--- src/rtl/ropuf_pkg.sv ---
package ropuf_pkg;

    typedef enum logic [1:0] {
        ST_IDLE = 2'd0,
        ST_RUN  = 2'd1,
        ST_DONE = 2'd2
    } meas_state_e;

    localparam int LFSR_W = 32;
    localparam int CRC_W  = 8;
    localparam logic [CRC_W-1:0] CRC_POLY = 8'h07;

    // Fibonacci step, feedback from taps 32, 22, 2, 1 (1-based)
    function automatic logic [LFSR_W-1:0] lfsr_step(input logic [LFSR_W-1:0] s);
        return {s[LFSR_W-2:0], s[31] ^ s[21] ^ s[1] ^ s[0]};
    endfunction

    // One serial CRC step, MSB-first
    function automatic logic [CRC_W-1:0] crc_step(input logic [CRC_W-1:0] c, input logic b);
        logic fb;
        fb = c[CRC_W-1] ^ b;
        return {c[CRC_W-2:0], 1'b0} ^ (fb ? CRC_POLY : '0);
    endfunction

endpackage

--- src/rtl/ropuf_lfsr.sv ---
module ropuf_lfsr
    import ropuf_pkg::*;
#(
    parameter logic [LFSR_W-1:0] SEED = 32'h0000_0001
) (
    input  logic              clk_i,
    input  logic              rst_ni,
    output logic [LFSR_W-1:0] state_o
);

    typedef struct packed {
        logic [LFSR_W-1:0] sr;
    } lfsr_regs_t;

    lfsr_regs_t r_d, r_q;

    always_comb begin
        r_d    = r_q;
        r_d.sr = lfsr_step(r_q.sr);
    end

    always_ff @(posedge clk_i or negedge rst_ni) begin
        if (!rst_ni) begin
            r_q.sr <= SEED;
        end else begin
            r_q <= r_d;
        end
    end

    assign state_o = r_q.sr;

endmodule

--- src/rtl/ropuf_toggle_bank.sv ---
module ropuf_toggle_bank
    import ropuf_pkg::*;
#(
    parameter int NUM_FF = 16
) (
    input  logic              clk_i,
    input  logic              rst_ni,
    input  logic [LFSR_W-1:0] lfsr_i,
    output logic [NUM_FF-1:0] tff_o
);

    typedef struct packed {
        logic [NUM_FF-1:0] t;
    } tff_regs_t;

    tff_regs_t   r_d, r_q;
    logic [NUM_FF-1:0] flip;

    // each flip-flop sees its own pair of shift-register bits
    for (genvar j = 0; j < NUM_FF; j++) begin : g_flip
        assign flip[j] = lfsr_i[j] ^ lfsr_i[j + NUM_FF];
    end

    always_comb begin
        r_d   = r_q;
        r_d.t = r_q.t ^ flip;
    end

    always_ff @(posedge clk_i or negedge rst_ni) begin
        if (!rst_ni) begin
            r_q.t <= '0;
        end else begin
            r_q <= r_d;
        end
    end

    assign tff_o = r_q.t;

endmodule

--- src/rtl/ropuf_pair_counter.sv ---
module ropuf_pair_counter #(
    parameter int CNT_W = 12
) (
    input  logic             clk_i,
    input  logic             rst_ni,
    input  logic             clear_i,
    input  logic             count_i,
    input  logic             a_bit_i,
    input  logic             b_bit_i,
    output logic [CNT_W-1:0] cnt_a_o,
    output logic [CNT_W-1:0] cnt_b_o,
    output logic             a_gt_b_o
);

    localparam logic [CNT_W-1:0] CNT_MAX = '1;

    typedef struct packed {
        logic [CNT_W-1:0] a;
        logic [CNT_W-1:0] b;
    } pair_regs_t;

    pair_regs_t p_d, p_q;

    always_comb begin
        p_d = p_q;
        if (clear_i) begin
            p_d.a = '0;
            p_d.b = '0;
        end else if (count_i) begin
            if (a_bit_i && (p_q.a != CNT_MAX)) p_d.a = p_q.a + 1'b1;
            if (b_bit_i && (p_q.b != CNT_MAX)) p_d.b = p_q.b + 1'b1;
        end
    end

    always_ff @(posedge clk_i or negedge rst_ni) begin
        if (!rst_ni) begin
            p_q.a <= '0;
            p_q.b <= '0;
        end else begin
            p_q <= p_d;
        end
    end

    assign cnt_a_o  = p_q.a;
    assign cnt_b_o  = p_q.b;
    assign a_gt_b_o = (p_q.a > p_q.b);

endmodule

--- src/rtl/ropuf_engine.sv ---
module ropuf_engine
    import ropuf_pkg::*;
#(
    parameter int                NUM_PAIRS = 8,
    parameter int                CNT_W     = 12,
    parameter int                WINDOW    = 1000,
    parameter int                DBG_W     = 6,
    parameter logic [LFSR_W-1:0] SEED      = 32'h0000_0001
) (
    input  logic             clk_i,
    input  logic             rst_ni,
    output logic             resp_o,
    output logic             done_o,
    output logic [DBG_W-1:0] dbg_o
);

    localparam int NUM_FF  = 2 * NUM_PAIRS;
    localparam int WIN_W   = $clog2(WINDOW + 1);
    localparam int DBG_BIT = $clog2(WINDOW) - 1;   // highest bit a full window can reach

    typedef struct packed {
        meas_state_e      state;
        logic [WIN_W-1:0] win;
        logic [CRC_W-1:0] crc;
        logic [DBG_W-1:0] dbg;
    } ctrl_regs_t;

    ctrl_regs_t c_d, c_q;

    logic [LFSR_W-1:0]    lfsr_w;
    logic [NUM_FF-1:0]    tff_w;
    logic [CNT_W-1:0]     cnt_a [NUM_PAIRS];
    logic [CNT_W-1:0]     cnt_b [NUM_PAIRS];
    logic [NUM_PAIRS-1:0] a_gt_b;
    logic [DBG_W-1:0]     dbg_mix;
    logic                 clear_cnt;
    logic                 count_en;
    logic                 cmp_x;

    ropuf_lfsr #(.SEED(SEED)) u_lfsr (
        .clk_i   (clk_i),
        .rst_ni  (rst_ni),
        .state_o (lfsr_w)
    );

    ropuf_toggle_bank #(.NUM_FF(NUM_FF)) u_tff (
        .clk_i  (clk_i),
        .rst_ni (rst_ni),
        .lfsr_i (lfsr_w),
        .tff_o  (tff_w)
    );

    assign clear_cnt = (c_q.state == ST_IDLE);
    assign count_en  = (c_q.state == ST_RUN);

    for (genvar k = 0; k < NUM_PAIRS; k++) begin : g_pair
        ropuf_pair_counter #(.CNT_W(CNT_W)) u_pair (
            .clk_i    (clk_i),
            .rst_ni   (rst_ni),
            .clear_i  (clear_cnt),
            .count_i  (count_en),
            .a_bit_i  (tff_w[2*k]),
            .b_bit_i  (tff_w[2*k+1]),
            .cnt_a_o  (cnt_a[k]),
            .cnt_b_o  (cnt_b[k]),
            .a_gt_b_o (a_gt_b[k])
        );
    end

    for (genvar i = 0; i < DBG_W; i++) begin : g_dbg
        assign dbg_mix[i] = cnt_a[i][DBG_BIT] ^ cnt_b[i][DBG_BIT] ^ lfsr_w[i];
    end

    assign cmp_x = ^a_gt_b;

    always_comb begin
        c_d = c_q;
        unique case (c_q.state)
            ST_IDLE: begin
                c_d.state = ST_RUN;
                c_d.win   = '0;
            end
            ST_RUN: begin
                c_d.win = c_q.win + 1'b1;
                if (c_q.win == WIN_W'(WINDOW - 1)) c_d.state = ST_DONE;
            end
            ST_DONE: begin
                c_d.state = ST_IDLE;
                c_d.crc   = crc_step(c_q.crc, cmp_x);
                c_d.dbg   = dbg_mix;
            end
            default: c_d.state = ST_IDLE;
        endcase
    end

    always_ff @(posedge clk_i or negedge rst_ni) begin
        if (!rst_ni) begin
            c_q.state <= ST_IDLE;
            c_q.win   <= '0;
            c_q.crc   <= '0;
            c_q.dbg   <= '0;
        end else begin
            c_q <= c_d;
        end
    end

    assign done_o = (c_q.state == ST_DONE);
    assign resp_o = done_o & (cmp_x ^ lfsr_w[0] ^ c_q.crc[0]);
    assign dbg_o  = c_q.dbg;

endmodule

--- config.mk ---
export PLATFORM = sky130hd
export DESIGN_NAME = ropuf_engine
export DESIGN_NICKNAME = d
export VERILOG_FILES = /design/src/rtl/ropuf_pkg.sv /design/src/rtl/ropuf_lfsr.sv /design/src/rtl/ropuf_toggle_bank.sv /design/src/rtl/ropuf_pair_counter.sv /design/src/rtl/ropuf_engine.sv
export SDC_FILE = /design/constraint.sdc
export NUM_CORES = 1
export LEC_CHECK = 0
export BUFFER_PORTS_ARGS = -buffer_cell sky130_fd_sc_hd__buf_2
export CORE_MARGIN = 8
export CORE_UTILIZATION = 45
export DETAILED_ROUTE_END_ITERATION = 16
export PLACE_DENSITY = 0.59
export SETUP_SLACK_MARGIN = 0.4
export SLEW_MARGIN = 20
export SYNTH_ARGS = -nofsm -noshare
export SYNTH_HDL_FRONTEND = slang
export SYNTH_SLANG_ARGS = --single-unit
--- constraint.sdc ---
create_clock -name clk_i -period 8.4 [get_ports clk_i]
set_input_delay 0.84 -clock clk_i [delete_from_list [all_inputs] [get_ports clk_i]]
set_output_delay 0.84 -clock clk_i [all_outputs]
set_load 0.02 [all_outputs]
# Word-level counts from Yosys, hierarchy flattened
# Index checks and enable logic that the tools add are counted.
# word_totals
output_inout_bits,8
reg_bits,266
inputBits,2
wordCells,191
# classes
n_mux,36
magnitude_cmp,8
eq_ne,20
bitwise,37
n_reduce_logical,51
add_sub_neg,17
# ops
operator,count
two-way mux 24 bit,16
"adder 12 x 1 -> 12 bit, second input constant",16
two-way mux 12 bit,16
"inequality test 12 bit, second input constant",16
greater-than comparator 12 bit,8
nonzero test 2 bit,17
XOR 1 bit,34
AND reduction 2 bit,16
one-hot mux 10 bit (2 select lines),1
logical AND 1 bit,16
XOR 16 bit,1
"adder 10 x 1 -> 10 bit, second input constant",1
"== test 10 bit, second input constant",1
parity 8 bit,1
XOR 8 x 3 -> 8 bit,1
one-hot mux 2 bit (2 select lines),1
two-way mux 3 bit,1
"== test 2 x 1 -> 1 bit, second input constant",1
"== test 2 bit, second input constant",1
zero test 2 bit,1
two-way mux 2 bit,1
"inequality test 2 x 1 -> 1 bit, second input constant",1
AND 1 bit,1

# Logic depth before layout (Yosys ltp)
# Gate-level depths: netlist of run 1.
# logic_depth
word_depth,5
mapped_depth,10

# Modules after synthesis
# Synthesis of run 1 repeated with hierarchy kept, for this count alone.
# hier_totals
hier_cells,1638
area_unflattened_um2,15608.7
# modules_own_cells
module,seq_area_each_um2,cells_per_inst,area_each_um2,n_inst
ropuf_pair_counter at g_pair[0].u_pair ...,600.6,175,1531.5,7
ropuf_pair_counter at g_pair[4].u_pair,600.6,183,1614.0,1
ropuf_engine,650.6,132,1432.6,1
ropuf_lfsr,802.0,66,1061.0,1
ropuf_toggle_bank,400.4,32,780.7,1

# Worst setup path after synthesis of run 1
# OpenSTA, ideal clock, no wires.
# synth_path
kind,register -> output
startpoint,register g_pair[2].u_pair.p_q (netlist bit g_pair[2].u_pair.cnt_a_o[1])
endpoint,output resp_o
slack_ps,5073
t_arrival_ps,2487
stages_incl_launch_ff,10
required_ps,7560
cell_sequence,dfrtp_1 > ha_1 > nor2b_1 > o211ai_1 > a211o_1 > a31oi_1 > xor2_1 > xnor3_2 > xnor3_1 > and2_1
# synth_between
elab_chain_cells,5
# synth_lines
item,line,rtl
"start, declared",ropuf_pair_counter.sv:22,"pair_regs_t p_d, p_q;"
"start signal, assigned",ropuf_pair_counter.sv:40,p_q <= p_d;
greater-than comparator 12 bit,ropuf_pair_counter.sv:46,assign a_gt_b_o = (p_q.a > p_q.b);
parity 8 bit,ropuf_engine.sv:74,assign cmp_x = ^a_gt_b;
XOR 1 bit (2 in a row),ropuf_engine.sv:108,assign resp_o = done_o & (cmp_x ^ lfsr_w[0] ^ c_q.crc[0]);
AND 1 bit,ropuf_engine.sv:108,
"end, declared",ropuf_engine.sv:12,"output logic resp_o,"
# Every way passes these cells.

# Worst setup path after layout of run 1
# layout_path
startpoint,register g_pair[3].u_pair.p_q (netlist bit g_pair[3].u_pair.cnt_a_o[9])
endpoint,output resp_o
# layout_between
elab_chain_cells,5
# layout_lines
item,line
"start, declared",ropuf_pair_counter.sv:22
"start signal, assigned",ropuf_pair_counter.sv:40
greater-than comparator 12 bit,ropuf_pair_counter.sv:46
parity 8 bit,ropuf_engine.sv:74
XOR 1 bit (2 in a row),ropuf_engine.sv:108
AND 1 bit,ropuf_engine.sv:108
# Every way passes these cells.

==> impl_results.html, run 1 <==
<table>
<tr><th>Metric</th><th>Value</th></tr>
<tr><th colspan="2">GRT</th></tr>
<tr><td>Pin count of the biggest net entering global routing</td><td>~130</td></tr>
<tr><td>Via count of the first global-routing pass</td><td>around 10000</td></tr>
<tr><td>Number of antenna violations at the first check in global routing</td><td>0</td></tr>
<tr><td>Remaining global-route overflow</td><td>0</td></tr>
<tr><td>Highest-utilization routing layer at the global route stage</td><td>met2</td></tr>
<tr><td>Fraction of met1 tracks used by global routing</td><td>0.217</td></tr>
<tr><td>First-pass GRT wire length</td><td>just over 50000 um</td></tr>
<tr><td>Gr usage total</td><td>0.156</td></tr>
<tr><td>Met2 usage</td><td>0.256</td></tr>
<tr><td>Met3 global-route usage</td><td>0.0208</td></tr>
<tr><th colspan="2">Detailed routing</th></tr>
<tr><td>Total length of routed wires</td><td>between 20000 and 30000 um</td></tr>
<tr><td>Via Count</td><td>just over 10000</td></tr>
<tr><td>Antenna-violating nets left</td><td>0</td></tr>
<tr><td>Residual DRC count</td><td>0</td></tr>
<tr><td>Average detailed-routed wire length per instance</td><td>15.1 um</td></tr>
<tr><td>DRT iter0 DRCs</td><td>slightly below 600</td></tr>
<tr><td>Number of vias per cell</td><td>5.32</td></tr>
<tr><td>Iteration count of the initial detailed-routing pass</td><td>4</td></tr>
<tr><th colspan="2">Hold path</th></tr>
<tr><td>Min-Delay Path Class</td><td>flip-flop to flip-flop</td></tr>
<tr><td>WHS Path Cells</td><td>0</td></tr>
<tr><th colspan="2">Clock tree</th></tr>
<tr><td>Maximum level of the CTS H-tree</td><td>1</td></tr>
<tr><td>Clk Latency, worst-skew pair</td><td>about 0.55 ns</td></tr>
<tr><td>Total clock buffers created by CTS</td><td>31</td></tr>
<tr><td>Clock-pin slew reported for the worst setup and hold paths after clock tree synthesis</td><td>approximately 0.060 ns</td></tr>
<tr><td>Number of hold buffers added after CTS</td><td>0</td></tr>
<tr><td>Quantity of gates resized following cts</td><td>0</td></tr>
<tr><td>CTS tree</td><td>built</td></tr>
<tr><td>Clock root buffer</td><td>sky130_fd_sc_hd__clkbuf_16</td></tr>
<tr><td>Number of buffers on the longest clock path</td><td>3</td></tr>
<tr><td>Number of clock sinks seen by CTS</td><td>roughly 270</td></tr>
<tr><td>Post-CTS repair timing setup buffer count</td><td>0</td></tr>
<tr><th colspan="2">Logic synthesis</th></tr>
<tr><td>Post-synthesis async set-or-reset flop share</td><td>1.00</td></tr>
<tr><td>Post-synth net total</td><td>between 1500 and 2000</td></tr>
<tr><td>Total of flip-flops plus latches after synthesis</td><td>between 200 and 300</td></tr>
<tr><td>Seq/Total Area, Yosys</td><td>0.461</td></tr>
<tr><td>EDFF count, synth</td><td>0</td></tr>
<tr><td>Unique cell type count in the Yosys netlist</td><td>54</td></tr>
<tr><td>Post-synth top flop</td><td>sky130_fd_sc_hd__dfrtp_1</td></tr>
<tr><td>Per-instance average area after synthesis</td><td>roughly 10 um^2</td></tr>
<tr><td>Yosys synthesis warning count</td><td>0</td></tr>
<tr><td>Area of the mapped netlist</td><td>about 14000 um^2</td></tr>
<tr><td>Cells after synthesis</td><td>~1500</td></tr>
<tr><th colspan="2">Finish</th></tr>
<tr><td>Antenna fix cells</td><td>0</td></tr>
<tr><td>Fraction of layout cells with a size suffix above 1</td><td>0.0568</td></tr>
<tr><td>Cell area after layout</td><td>16000 um^2</td></tr>
<tr><td>Filler Cells Inserted</td><td>between 2000 and 3000</td></tr>
<tr><td>Area added between synthesis and finish</td><td>10.8%</td></tr>
<tr><td>Storage cell area</td><td>6660 um^2</td></tr>
<tr><td>Net total in the final layout</td><td>roughly 1600</td></tr>
<tr><td>Multi-input combinational cell area</td><td>about 7200 um^2</td></tr>
<tr><th colspan="2">STA</th></tr>
<tr><td>Final slew viol count</td><td>0</td></tr>
<tr><td>Post-layout min period</td><td>between 4 and 5 ns</td></tr>
<tr><td>Total Negative Setup Slacks</td><td>0 ns</td></tr>
<tr><td>F_max</td><td>230 MHz</td></tr>
<tr><td>Final worst hold slack</td><td>around 0.4 ns</td></tr>
<tr><td>Final hold vios</td><td>0</td></tr>
<tr><td>Slew headroom</td><td>0.375</td></tr>
<tr><td>Setup violations, final</td><td>0</td></tr>
<tr><td>Setup slack of the critical path after layout</td><td>just over 4 ns</td></tr>
<tr><td>RSZ-0062 raised after global routing</td><td>false</td></tr>
<tr><td>Slew at the pin with the worst max-slew slack</td><td>between 0.9 and 1 ns</td></tr>
<tr><td>Tcrit/Tclk final</td><td>0.518</td></tr>
<tr><td>Layout Skew</td><td>roughly 0.012 ns</td></tr>
<tr><th colspan="2">Setup path</th></tr>
<tr><td>Register-to-Register Path Depth</td><td>8</td></tr>
<tr><td>Worst Setup End Kind</td><td>output port</td></tr>
<tr><td>Critical path type</td><td>flip-flop to output port</td></tr>
<tr><td>Setup slack, reg-to-reg</td><td>approximately 5.4 ns</td></tr>
<tr><td>Data required, critical path</td><td>7.56 ns</td></tr>
<tr><td>Worst EP arrival</td><td>between 3 and 4 ns</td></tr>
<tr><td>Max Fanout on Critical Path</td><td>4</td></tr>
<tr><td>CP Launch Type</td><td>flip-flop</td></tr>
<tr><th colspan="2">Run</th></tr>
<tr><td>Number of maximum-capacitance constraint violations</td><td>0</td></tr>
<tr><th colspan="2">Outcome</th></tr>
<tr><td>Outcome</td><td>completed</td></tr>
<tr><th colspan="2">Floorplanning</th></tr>
<tr><td>Initial standard-cell utilization of the core</td><td>0.458</td></tr>
<tr><td>Overall die width</td><td>between 150 and 200 um</td></tr>
<tr><td>Number of placed I/O pins</td><td>10</td></tr>
<tr><td>Count of standard-cell rows</td><td>between 60 and 70</td></tr>
<tr><td>Total core area</td><td>between 30000 and 40000 um^2</td></tr>
<tr><td>Die Y</td><td>between 150 and 200 um</td></tr>
<tr><td>Die Footprint</td><td>approximately 38000 um^2</td></tr>
<tr><th colspan="2">Placement</th></tr>
<tr><td>Cell area after placement</td><td>14900 um^2</td></tr>
<tr><td>Placer Congestion</td><td>around 0.8</td></tr>
<tr><td>Half-perimeter wire length of the detailed placement result</td><td>about 20000 um</td></tr>
<tr><td>Post-placement worst setup slack</td><td>4.58 ns</td></tr>
<tr><td>I/O Buffers</td><td>9</td></tr>
<tr><th colspan="2">Pwr</th></tr>
<tr><td>Standby leakage power</td><td>approximately 7.5 nW</td></tr>
<tr><td>Largest vdd supply drop</td><td>approximately 160 uV</td></tr>
<tr><td>Power per unit of standard cell area</td><td>around 170 nW/um^2</td></tr>
<tr><td>Post-route total power</td><td>approximately 2.8 mW</td></tr>
</table>
cell families after synthesis:
family                   synth area share
adder cells (fa/ha/maj)            0.0978
buffers and inverters              0.0406
flip-flops                          0.461
AO/OA/AOI/OAI                      0.0741
multiplexers                       0.0151
XOR/XNOR                            0.129
AND/OR/NAND/NOR                     0.183
per-layer routing:
metal	routed length [um]	vias to the layer above
met5	0	-
met4	635	0
met3	770	46
met2	13400	99
met1	14300	4953
li1	-	5094
metrics by stage:
| step | util | std cells |
|---|---|---|
| after detailed placement | 0.472 | 1862 |
| after global placement | 0.472 | 1862 |
| after global routing | 0.507 | 1917 |
| final | 0.507 | 1917 |
| after CTS | 0.507 | 1917 |
| after floorplan | - | 1483 |
synth_stat cells, types with 6 or more instances:
master,count,area (um^2)
sky130_fd_sc_hd__a21oi_1,73,365
sky130_fd_sc_hd__nand3_1,61,305
sky130_fd_sc_hd__clkbuf_1,30,113
sky130_fd_sc_hd__buf_4,6,45.0
sky130_fd_sc_hd__o21ai_0,45,225
sky130_fd_sc_hd__xnor2_1,144,1260
sky130_fd_sc_hd__nor2b_1,9,56.3
sky130_fd_sc_hd__dfrtp_1,265,6630
sky130_fd_sc_hd__nor2_1,202,758
sky130_fd_sc_hd__nor3_1,27,135
sky130_fd_sc_hd__a21o_1,8,60.1
sky130_fd_sc_hd__nand2_1,97,364
sky130_fd_sc_hd__inv_1,111,417
sky130_fd_sc_hd__mux2i_1,15,150
sky130_fd_sc_hd__a211o_1,6,52.6
sky130_fd_sc_hd__o211ai_1,11,82.6
sky130_fd_sc_hd__ha_1,113,1410
sky130_fd_sc_hd__a31oi_1,6,37.5
sky130_fd_sc_hd__and3_1,14,87.6
sky130_fd_sc_hd__nand4_1,78,488
sky130_fd_sc_hd__and2_1,8,50.1
sky130_fd_sc_hd__nand2b_1,9,56.3
sky130_fd_sc_hd__or3_1,29,181
sky130_fd_sc_hd__and4_1,7,61.3
sky130_fd_sc_hd__xor2_1,54,473
sky130_fd_sc_hd__mux2_2,6,67.6
cell type report:
type | instances | area share
inverter | 111 | 0.0260
tap | 402 | 0.0314
multi-input combinational | 1067 | 0.450
timing repair buffer | 16 | 0.00672
clock inverter | 17 | 0.0157
sequential | 266 | 0.416
clock buffer | 38 | 0.0538
placed cells by master, fill, tap and decap left out, drive strengths merged, types with 7 or more instances in the layout:
cell type and n:
dfrtp 265, nor2 202, xnor2 145, ha 113, inv 112, nand2 97
nand4 78, a21oi 73, nand3 61, xor2 54, o21ai 48, clkbuf 38
or3 29, nor3 27, buf 16, mux2i 15, and3 14, o211ai 11
and2 10, nor2b 9, nand2b 9, a21o 8, and4 7
critical path: stages, from the launching register on:
cell                      delay (ns)
sky130_fd_sc_hd__dfrtp_1        0.42
sky130_fd_sc_hd__ha_1           0.35
sky130_fd_sc_hd__a21oi_1        0.08
sky130_fd_sc_hd__o21a_1         0.21
sky130_fd_sc_hd__a21o_1         0.15
sky130_fd_sc_hd__a31oi_1        0.25
sky130_fd_sc_hd__xor2_1         0.26
sky130_fd_sc_hd__xnor3_2        0.51
sky130_fd_sc_hd__xnor3_1        0.42
sky130_fd_sc_hd__and2_1         0.17
sky130_fd_sc_hd__buf_2          0.15
where the power goes:
group	internal [mW]	total, mW	switching, mW
registers	1.28	1.28	0
logic	0.00124	0.0255	0.0242
clock network	0.908	1.45	0.543
total	2.19	2.76	0.568
sequential cells by signal, indices dropped and copies added (netlist names):
register,cells
c_q,20
dbg_o,6
g_pair.u_pair.cnt_a_o,96
g_pair.u_pair.cnt_b_o,96
u_lfsr.state_o,32
u_tff.tff_o,16
final timing paths:
check,to,start
min in group asynchronous,g_pair[4].u_pair.cnt_b_o[5]$_DFFE_PN0P_,rst_ni
max in group asynchronous,c_q[16]$_DFFE_PN0P_,rst_ni
min reg2reg,u_lfsr.state_o[21]$_DFF_PN0_,u_lfsr.state_o[20]$_DFF_PN0_
max reg2reg,g_pair[3].u_pair.cnt_a_o[9]$_DFFE_PN0P_,c_q[25]$_DFFE_PN0P_
max,resp_o,g_pair[3].u_pair.cnt_a_o[9]$_DFFE_PN0P_
min,u_lfsr.state_o[21]$_DFF_PN0_,u_lfsr.state_o[20]$_DFF_PN0_
Power figures use the tool's default switching activity.
==> inputs of run 2 (changes only) <==
--- a/config.mk
+++ b/config.mk
@@ -9,7 +9,7 @@
 export CORE_MARGIN = 8
 export CORE_UTILIZATION = 45
 export DETAILED_ROUTE_END_ITERATION = 16
-export PLACE_DENSITY = 0.59
+export PLACE_DENSITY = 0.61
 export SETUP_SLACK_MARGIN = 0.4
 export SLEW_MARGIN = 20
 export SYNTH_ARGS = -nofsm -noshare
==> constraint.sdc (replaced) <==
create_clock -name clk_i -period 3.85 [get_ports clk_i]
set_input_delay 0.385 -clock clk_i [delete_from_list [all_inputs] [get_ports clk_i]]
set_output_delay 0.385 -clock clk_i [all_outputs]
set_load 0.02 [all_outputs]
==> impl_results.html, run 2 (same netlist as run 1, synthesis figures left out) <==
<table>
<tr><th>Metric</th><th>Value</th></tr>
<tr><th colspan="2">Placement</th></tr>
<tr><td>I/O Buffers</td><td>9 (unchanged)</td></tr>
<tr><td>Dpl cells</td><td>1867 (+0.27%)</td></tr>
<tr><td>Half-perimeter wire length of the detailed placement result</td><td>20100 um (+1.3%)</td></tr>
<tr><td>Cell area after placement</td><td>15000 um^2 (+0.42%)</td></tr>
<tr><td>Placer Congestion</td><td>0.814 (-1.1%)</td></tr>
<tr><th colspan="2">Setup path</th></tr>
<tr><td>Worst EP arrival</td><td>3.18 ns (-0.33 ns)</td></tr>
<tr><td>Start point of the critical path</td><td>g_pair[3].u_pair.cnt_a_o[9]$_DFFE_PN0P_</td></tr>
<tr><td>Critical path type</td><td>flip-flop to output port</td></tr>
<tr><td>Worst Setup End Kind</td><td>output port</td></tr>
<tr><td>CP Launch Type</td><td>flip-flop</td></tr>
<tr><td>Reg2Reg Launch Point</td><td>g_pair[3].u_pair.cnt_a_o[9]$_DFFE_PN0P_</td></tr>
<tr><td>Max Fanout on Critical Path</td><td>4 (unchanged)</td></tr>
<tr><td>Data required, critical path</td><td>3.46 ns (-4.10 ns)</td></tr>
<tr><th colspan="2">Finish</th></tr>
<tr><td>Fraction of layout cells with a size suffix above 1</td><td>0.0759 (+0.0192)</td></tr>
<tr><td>Net total in the final layout</td><td>1624 (+1.0%)</td></tr>
<tr><td>Most frequent cells in the layout</td><td>sky130_fd_sc_hd__dfrtp_1 (263), sky130_fd_sc_hd__nor2_1 (201), sky130_fd_sc_hd__xnor2_1 (143)</td></tr>
<tr><td>Filler Cells Inserted</td><td>2864 (-0.80%)</td></tr>
<tr><td>Area added between synthesis and finish</td><td>12.5%</td></tr>
<tr><td>Antenna fix cells</td><td>0 (unchanged)</td></tr>
<tr><td>Final cell count without fillers</td><td>1930 (+0.68%)</td></tr>
<tr><td>Cell area after layout</td><td>16300 um^2 (+1.5%)</td></tr>
<tr><td>Most common library cell in the layout ignoring fill and taps</td><td>sky130_fd_sc_hd__dfrtp_1</td></tr>
<tr><th colspan="2">Pwr</th></tr>
<tr><td>Largest vdd supply drop</td><td>426 uV (+170%)</td></tr>
<tr><td>Standby leakage power</td><td>7.53 nW (+0.95%)</td></tr>
<tr><td>Power per unit of standard cell area</td><td>356 nW/um^2 (+110%)</td></tr>
<tr><td>Post-route total power</td><td>5.78 mW (+110%)</td></tr>
<tr><th colspan="2">STA</th></tr>
<tr><td>Slew headroom</td><td>0.460 (+0.0852)</td></tr>
<tr><td>F_max</td><td>roughly 280 MHz</td></tr>
<tr><td>Slew at the pin with the worst max-slew slack</td><td>0.810 ns (-0.127 ns)</td></tr>
<tr><td>Final hold vios</td><td>0 (unchanged)</td></tr>
<tr><td>Final slew viol count</td><td>0 (unchanged)</td></tr>
<tr><td>Total Negative Setup Slacks</td><td>0 ns (unchanged)</td></tr>
<tr><td>Final worst hold slack</td><td>0.390 ns (+0.000206 ns)</td></tr>
<tr><td>Setup violations, final</td><td>0 (unchanged)</td></tr>
<tr><td>Layout Skew</td><td>0.0117 ns (-0.0000642 ns)</td></tr>
<tr><td>Tcrit/Tclk final</td><td>0.925</td></tr>
<tr><td>Post-layout min period</td><td>approximately 3.6 ns</td></tr>
<tr><td>RSZ-0062 raised after global routing</td><td>true</td></tr>
<tr><th colspan="2">Clock tree</th></tr>
<tr><td>Total clock buffers created by CTS</td><td>29 (-6.5%)</td></tr>
<tr><td>CTS tree</td><td>built</td></tr>
<tr><td>Clock-pin slew reported for the worst setup and hold paths after clock tree synthesis</td><td>0.06 ns (about the same)</td></tr>
<tr><td>Clock root buffer</td><td>sky130_fd_sc_hd__clkbuf_16</td></tr>
<tr><td>Number of clock sinks seen by CTS</td><td>266 (unchanged)</td></tr>
<tr><td>Maximum level of the CTS H-tree</td><td>1 (unchanged)</td></tr>
<tr><td>Number of buffers on the longest clock path</td><td>3 (unchanged)</td></tr>
<tr><td>Clk Latency, worst-skew pair</td><td>0.54 ns (about the same)</td></tr>
<tr><th colspan="2">Detailed routing</th></tr>
<tr><td>Total length of routed wires</td><td>29200 um (+0.50%)</td></tr>
<tr><td>Iteration count of the initial detailed-routing pass</td><td>5 (+1)</td></tr>
<tr><td>Via Count</td><td>10100 (-0.49%)</td></tr>
<tr><td>Residual DRC count</td><td>0 (unchanged)</td></tr>
<tr><td>DRT iter0 DRCs</td><td>622 (+4.2%)</td></tr>
<tr><td>Average detailed-routed wire length per instance</td><td>15.1 um (-0.18%)</td></tr>
<tr><td>Number of vias per cell</td><td>5.25 (-1.2%)</td></tr>
<tr><td>Antenna-violating nets left</td><td>0 (unchanged)</td></tr>
<tr><th colspan="2">GRT</th></tr>
<tr><td>First-pass GRT wire length</td><td>50200 um (-1.3%)</td></tr>
<tr><td>Pin count of the biggest net entering global routing</td><td>103 (-18%)</td></tr>
<tr><td>Remaining global-route overflow</td><td>0 (unchanged)</td></tr>
<tr><td>Gr usage total</td><td>0.155 (-0.000888)</td></tr>
<tr><td>Number of antenna violations at the first check in global routing</td><td>0 (unchanged)</td></tr>
<tr><td>Via count of the first global-routing pass</td><td>10100 (-1.4%)</td></tr>
<tr><th colspan="2">Hold path</th></tr>
<tr><td>Min-Delay Startpoint</td><td>u_lfsr.state_o[23]$_DFF_PN0_</td></tr>
<tr><td>Min-Delay Path Class</td><td>flip-flop to flip-flop</td></tr>
<tr><th colspan="2">Floorplanning</th></tr>
<tr><td>Die Footprint</td><td>38100 um^2 (unchanged)</td></tr>
<tr><td>Overall die width</td><td>195 um (unchanged)</td></tr>
<tr><td>Initial standard-cell utilization of the core</td><td>0.458 (unchanged)</td></tr>
<tr><td>Count of standard-cell rows</td><td>65 (unchanged)</td></tr>
<tr><td>Total core area</td><td>31600 um^2 (unchanged)</td></tr>
<tr><td>Die Y</td><td>195 um (unchanged)</td></tr>
<tr><td>Number of placed I/O pins</td><td>10 (unchanged)</td></tr>
<tr><th colspan="2">Outcome</th></tr>
<tr><td>Outcome</td><td>completed</td></tr>
<tr><th colspan="2">Run</th></tr>
<tr><td>Number of maximum-capacitance constraint violations</td><td>0 (unchanged)</td></tr>
</table>
[run 2: cell types whose count changed in the layout (fill, tap and decap cells not counted), moves of 3 or more]
| cell | change |
|---|---|
| sky130_fd_sc_hd__a31oi_1 | -6 |
| sky130_fd_sc_hd__a31oi_4 | +4 |
| sky130_fd_sc_hd__buf_4 | +15 |
| sky130_fd_sc_hd__clkinv_2 | -3 |
| sky130_fd_sc_hd__ha_1 | -3 |
| sky130_fd_sc_hd__ha_4 | +3 |
[run 2: repair_timing]
item,in CTS,in global routing
endpoints found under the setup margin,1,1
hold buffers,1,0
endpoints found under the hold margin,98,0
resized for setup,17,9
buffers inserted,9,3
pin swaps,11,3
[run 2: path summary, 6_finish.rpt]
check                                                           to  slack (ns)  depth (start not counted)
setup / recovery                                            resp_o        0.29                         10
hold / removal                        u_lfsr.state_o[24]$_DFF_PN0_        0.39                          0
setup reg to reg                                c_q[7]$_DFFE_PN0P_        1.03                         10
hold reg to reg                       u_lfsr.state_o[24]$_DFF_PN0_        0.39                          0
max in group asynchronous  g_pair[2].u_pair.cnt_b_o[7]$_DFFE_PN0P_        2.37                          3
min in group asynchronous  g_pair[4].u_pair.cnt_b_o[1]$_DFFE_PN0P_        0.44                          2
[run 2: report_power, final]
part           switching [mW]  total [mW]  internal [mW]
Sequential                  0        2.80           2.80
Clock                    1.13        2.92           1.79
Combinational          0.0536      0.0596        0.00607
Total                    1.19        5.78           4.59
[run 2: layout make-up]
cell class / instances / area (um^2) / share of cell area
multi-input cells: 1067 / 7380 / 0.454
flip-flops and latches: 266 / 6660 / 0.410
clock buffers: 38 / 840 / 0.0516
well taps: 402 / 503 / 0.0309
inverters: 111 / 417 / 0.0256
repair buffers: 34 / 277 / 0.0170
clock inverters: 12 / 178 / 0.0109
[run 2: worst max-delay path, stage by stage (launching register included)]
cell	delay [ns]
sky130_fd_sc_hd__dfrtp_2	0.45
sky130_fd_sc_hd__ha_4	0.29
sky130_fd_sc_hd__a21oi_1	0.07
sky130_fd_sc_hd__o21a_1	0.23
sky130_fd_sc_hd__a21o_1	0.20
sky130_fd_sc_hd__a31oi_4	0.19
sky130_fd_sc_hd__xor2_1	0.21
sky130_fd_sc_hd__xnor3_2	0.47
sky130_fd_sc_hd__xnor3_1	0.27
sky130_fd_sc_hd__and2_4	0.16
sky130_fd_sc_hd__buf_6	0.11
[run 2: stage by stage]
stage	worst slack (ns)	util
2_1_floorplan	0.978	-
3_3_place_gp	0.532	0.474
3_5_place_dp	0.492	0.474
4_1_cts	0.290	0.512
5_1_grt	0.184	0.515
6_report	0.287	0.515
[run 2: routing by layer]
metal / track usage / vias up / share of wire
met1: 0.218 / 4894 / 0.50
li1: - / 5120 / -
met4: 0.0379 / 0 / 0.023
met2: 0.252 / 88 / 0.46
met5: 0 / - / 0
met3: 0.0198 / 40 / 0.024
==> inputs of run 3 (changes only) <==
--- a/config.mk
+++ b/config.mk
@@ -7,9 +7,9 @@
 export LEC_CHECK = 0
 export BUFFER_PORTS_ARGS = -buffer_cell sky130_fd_sc_hd__buf_2
 export CORE_MARGIN = 8
-export CORE_UTILIZATION = 45
+export CORE_UTILIZATION = 30
 export DETAILED_ROUTE_END_ITERATION = 16
-export PLACE_DENSITY = 0.61
+export PLACE_DENSITY = 0.44
 export SETUP_SLACK_MARGIN = 0.4
 export SLEW_MARGIN = 20
 export SYNTH_ARGS = -nofsm -noshare
==> impl_results.html, run 3 (same netlist as run 1, synthesis figures left out) <==
<table>
<tr><th>Metric</th><th>Value</th></tr>
<tr><th colspan="2">Outcome</th></tr>
<tr><td>Outcome</td><td>completed</td></tr>
<tr><th colspan="2">Clock tree</th></tr>
<tr><td>Total clock buffers created by CTS</td><td>35 (+21%)</td></tr>
<tr><td>Clock root buffer</td><td>sky130_fd_sc_hd__clkbuf_16</td></tr>
<tr><td>CTS tree</td><td>built</td></tr>
<tr><td>Clk Latency, worst-skew pair</td><td>0.53 ns (about the same)</td></tr>
<tr><td>Maximum level of the CTS H-tree</td><td>2 (+1)</td></tr>
<tr><td>Number of clock sinks seen by CTS</td><td>266 (unchanged)</td></tr>
<tr><td>Clock-pin slew reported for the worst setup and hold paths after clock tree synthesis</td><td>0.05 ns (about the same)</td></tr>
<tr><td>Number of buffers on the longest clock path</td><td>3 (unchanged)</td></tr>
<tr><th colspan="2">STA</th></tr>
<tr><td>Final slew viol count</td><td>0 (unchanged)</td></tr>
<tr><td>Slew headroom</td><td>0.571 (+0.111)</td></tr>
<tr><td>Post-layout min period</td><td>3.41 ns (-0.148 ns)</td></tr>
<tr><td>RSZ-0062 raised after global routing</td><td>true</td></tr>
<tr><td>F_max</td><td>293 MHz (+4.3%)</td></tr>
<tr><td>Setup violations, final</td><td>0 (unchanged)</td></tr>
<tr><td>Slew at the pin with the worst max-slew slack</td><td>0.635 ns (-0.175 ns)</td></tr>
<tr><td>Tcrit/Tclk final</td><td>0.887 (-0.0385)</td></tr>
<tr><td>Final hold vios</td><td>0 (unchanged)</td></tr>
<tr><td>Total Negative Setup Slacks</td><td>0 ns (unchanged)</td></tr>
<tr><td>Layout Skew</td><td>0.0141 ns (+0.00239 ns)</td></tr>
<tr><th colspan="2">Detailed routing</th></tr>
<tr><td>Total length of routed wires</td><td>32000 um (+9.5%)</td></tr>
<tr><td>Residual DRC count</td><td>0 (unchanged)</td></tr>
<tr><td>Via Count</td><td>10200 (+0.80%)</td></tr>
<tr><td>DRT iter0 DRCs</td><td>576 (-7.4%)</td></tr>
<tr><td>Number of vias per cell</td><td>4.72 (-10%)</td></tr>
<tr><td>Average detailed-routed wire length per instance</td><td>14.8 um (-2.3%)</td></tr>
<tr><td>Antenna-violating nets left</td><td>0 (unchanged)</td></tr>
<tr><td>Iteration count of the initial detailed-routing pass</td><td>5 (unchanged)</td></tr>
<tr><th colspan="2">Pwr</th></tr>
<tr><td>Power per unit of standard cell area</td><td>370 nW/um^2 (+3.9%)</td></tr>
<tr><td>Largest vdd supply drop</td><td>211 uV (-51%)</td></tr>
<tr><td>Standby leakage power</td><td>7.66 nW (+1.8%)</td></tr>
<tr><th colspan="2">Setup path</th></tr>
<tr><td>CP Launch Type</td><td>flip-flop</td></tr>
<tr><td>Worst Setup End Kind</td><td>output port</td></tr>
<tr><td>Max Fanout on Critical Path</td><td>5 (+1)</td></tr>
<tr><td>Critical path type</td><td>flip-flop to output port</td></tr>
<tr><td>Worst EP arrival</td><td>3.03 ns (-0.15 ns)</td></tr>
<tr><td>Data required, critical path</td><td>3.46 ns (about the same)</td></tr>
<tr><th colspan="2">Finish</th></tr>
<tr><td>Fraction of layout cells with a size suffix above 1</td><td>0.0884 (+0.0125)</td></tr>
<tr><td>Filler Cells Inserted</td><td>4796 (+67%)</td></tr>
<tr><td>Final cell count without fillers</td><td>2164 (+12%)</td></tr>
<tr><td>Cell area after layout</td><td>16800 um^2 (+3.2%)</td></tr>
<tr><td>Most frequent cells in the layout</td><td>sky130_fd_sc_hd__dfrtp_1 (261), sky130_fd_sc_hd__nor2_1 (201), sky130_fd_sc_hd__xnor2_1 (143)</td></tr>
<tr><td>Most common library cell in the layout ignoring fill and taps</td><td>sky130_fd_sc_hd__dfrtp_1</td></tr>
<tr><td>Antenna fix cells</td><td>0 (unchanged)</td></tr>
<tr><td>Post-Route Utilization</td><td>0.352 (-0.163)</td></tr>
<tr><td>Area added between synthesis and finish</td><td>16.1%</td></tr>
<tr><td>Net total in the final layout</td><td>1638 (+0.86%)</td></tr>
<tr><th colspan="2">Placement</th></tr>
<tr><td>Placer Congestion</td><td>0.768 (-5.7%)</td></tr>
<tr><td>Cell area after placement</td><td>15300 um^2 (+2.0%)</td></tr>
<tr><td>Dpl cells</td><td>2084 (+12%)</td></tr>
<tr><td>I/O Buffers</td><td>9 (unchanged)</td></tr>
<tr><td>Half-perimeter wire length of the detailed placement result</td><td>21800 um (+8.3%)</td></tr>
<tr><th colspan="2">GRT</th></tr>
<tr><td>Gr usage total</td><td>0.118 (-0.0377)</td></tr>
<tr><td>Pin count of the biggest net entering global routing</td><td>84 (-18%)</td></tr>
<tr><td>Remaining global-route overflow</td><td>0 (unchanged)</td></tr>
<tr><td>Via count of the first global-routing pass</td><td>10400 (+2.3%)</td></tr>
<tr><td>First-pass GRT wire length</td><td>54300 um (+8.2%)</td></tr>
<tr><td>Number of antenna violations at the first check in global routing</td><td>0 (unchanged)</td></tr>
<tr><th colspan="2">Run</th></tr>
<tr><td>Number of maximum-capacitance constraint violations</td><td>0 (unchanged)</td></tr>
<tr><th colspan="2">Floorplanning</th></tr>
<tr><td>Initial standard-cell utilization of the core</td><td>0.303 (-0.155)</td></tr>
<tr><td>Number of placed I/O pins</td><td>10 (unchanged)</td></tr>
<tr><td>Die Y</td><td>235 um (+21%)</td></tr>
<tr><td>Total core area</td><td>47600 um^2 (+51%)</td></tr>
<tr><td>Count of standard-cell rows</td><td>80 (+23%)</td></tr>
<tr><td>Die Footprint</td><td>55400 um^2 (+46%)</td></tr>
<tr><td>Overall die width</td><td>235 um (+21%)</td></tr>
<tr><th colspan="2">Hold path</th></tr>
<tr><td>Min-Delay Path Class</td><td>flip-flop to flip-flop</td></tr>
</table>
[run 3: cell types whose count changed in the layout (fill, tap and decap cells not counted), sizes merged]
cell and delta:
clkinv +6, clkinvlp -3, buf +8, bufinv -1, clkbuf +12, inv -1
[run 3: final timing paths]
| path | startpoint | end | cells after the start | slack (ns) |
|---|---|---|---|---|
| worst max-delay path | g_pair[1].u_pair.cnt_a_o[5]$_DFFE_PN0P_ | resp_o | 10 | 0.44 |
| worst min-delay path | u_lfsr.state_o[15]$_DFF_PN0_ | u_lfsr.state_o[16]$_DFF_PN0_ | 0 | 0.39 |
| worst max register to register | g_pair[3].u_pair.cnt_b_o[0]$_DFFE_PN0P_ | g_pair[3].u_pair.cnt_b_o[9]$_DFFE_PN0P_ | 9 | 1.09 |
| worst min register to register | u_lfsr.state_o[15]$_DFF_PN0_ | u_lfsr.state_o[16]$_DFF_PN0_ | 0 | 0.39 |
| max in group asynchronous | rst_ni | g_pair[6].u_pair.cnt_a_o[7]$_DFFE_PN0P_ | 3 | 2.54 |
| min in group asynchronous | rst_ni | g_pair[4].u_pair.cnt_b_o[2]$_DFFE_PN0P_ | 2 | 0.41 |
[run 3: report_power, final]
group          internal [mW]  switching [mW]
Clock                   2.08            1.27
Combinational        0.00683          0.0554
Sequential              2.80               0
Total                   4.88            1.32
[run 3: repair_timing]
item | CTS | global route
pin swaps | 13 | 1
endpoints found under the setup margin | 1 | 1
buffers inserted | 15 | 1
hold endpoints to repair | 67 | 0
gates resized for setup | 27 | 5
hold buffers | 1 | 0
[run 3: worst max-delay path, cell delays in order, from the launching register on]
cell and delay, ns:
sky130_fd_sc_hd__dfrtp_1 0.41, sky130_fd_sc_hd__ha_1 0.30, sky130_fd_sc_hd__a21o_1 0.16, sky130_fd_sc_hd__nand3_1 0.08
sky130_fd_sc_hd__a21oi_1 0.06, sky130_fd_sc_hd__a2111o_1 0.39, sky130_fd_sc_hd__o31ai_4 0.10, sky130_fd_sc_hd__xnor3_2 0.50
sky130_fd_sc_hd__xnor3_1 0.22, sky130_fd_sc_hd__and2_4 0.16, sky130_fd_sc_hd__buf_6 0.11
[run 3: per-layer routing]
layer  global-route usage  share of wire
met1                0.164           0.51
met2                0.181           0.43
met3               0.0207          0.030
met4               0.0433          0.028
met5                    0              0
[run 3: final cells by class]
cell class              instances  area (um^2)  share of cell area
multi-input cells            1067         7410               0.441
flip-flops and latches        266         6660               0.397
clock buffers                  50         1030              0.0617
well taps                     615          769              0.0458
inverters                     111          417              0.0248
repair buffers                 42          337              0.0201
clock inverters                13          154             0.00917
[run 3: stage by stage]
stage,power [mW],worst slack [ns],hold slack (ns)
detailed placement,2.92,0.440,0.379
finish,6.20,0.435,0.392
floorplan,2.85,0.978,0.0894
CTS,6.37,0.358,0.393
global placement,2.91,0.421,0.377
global route,6.46,0.270,0.403
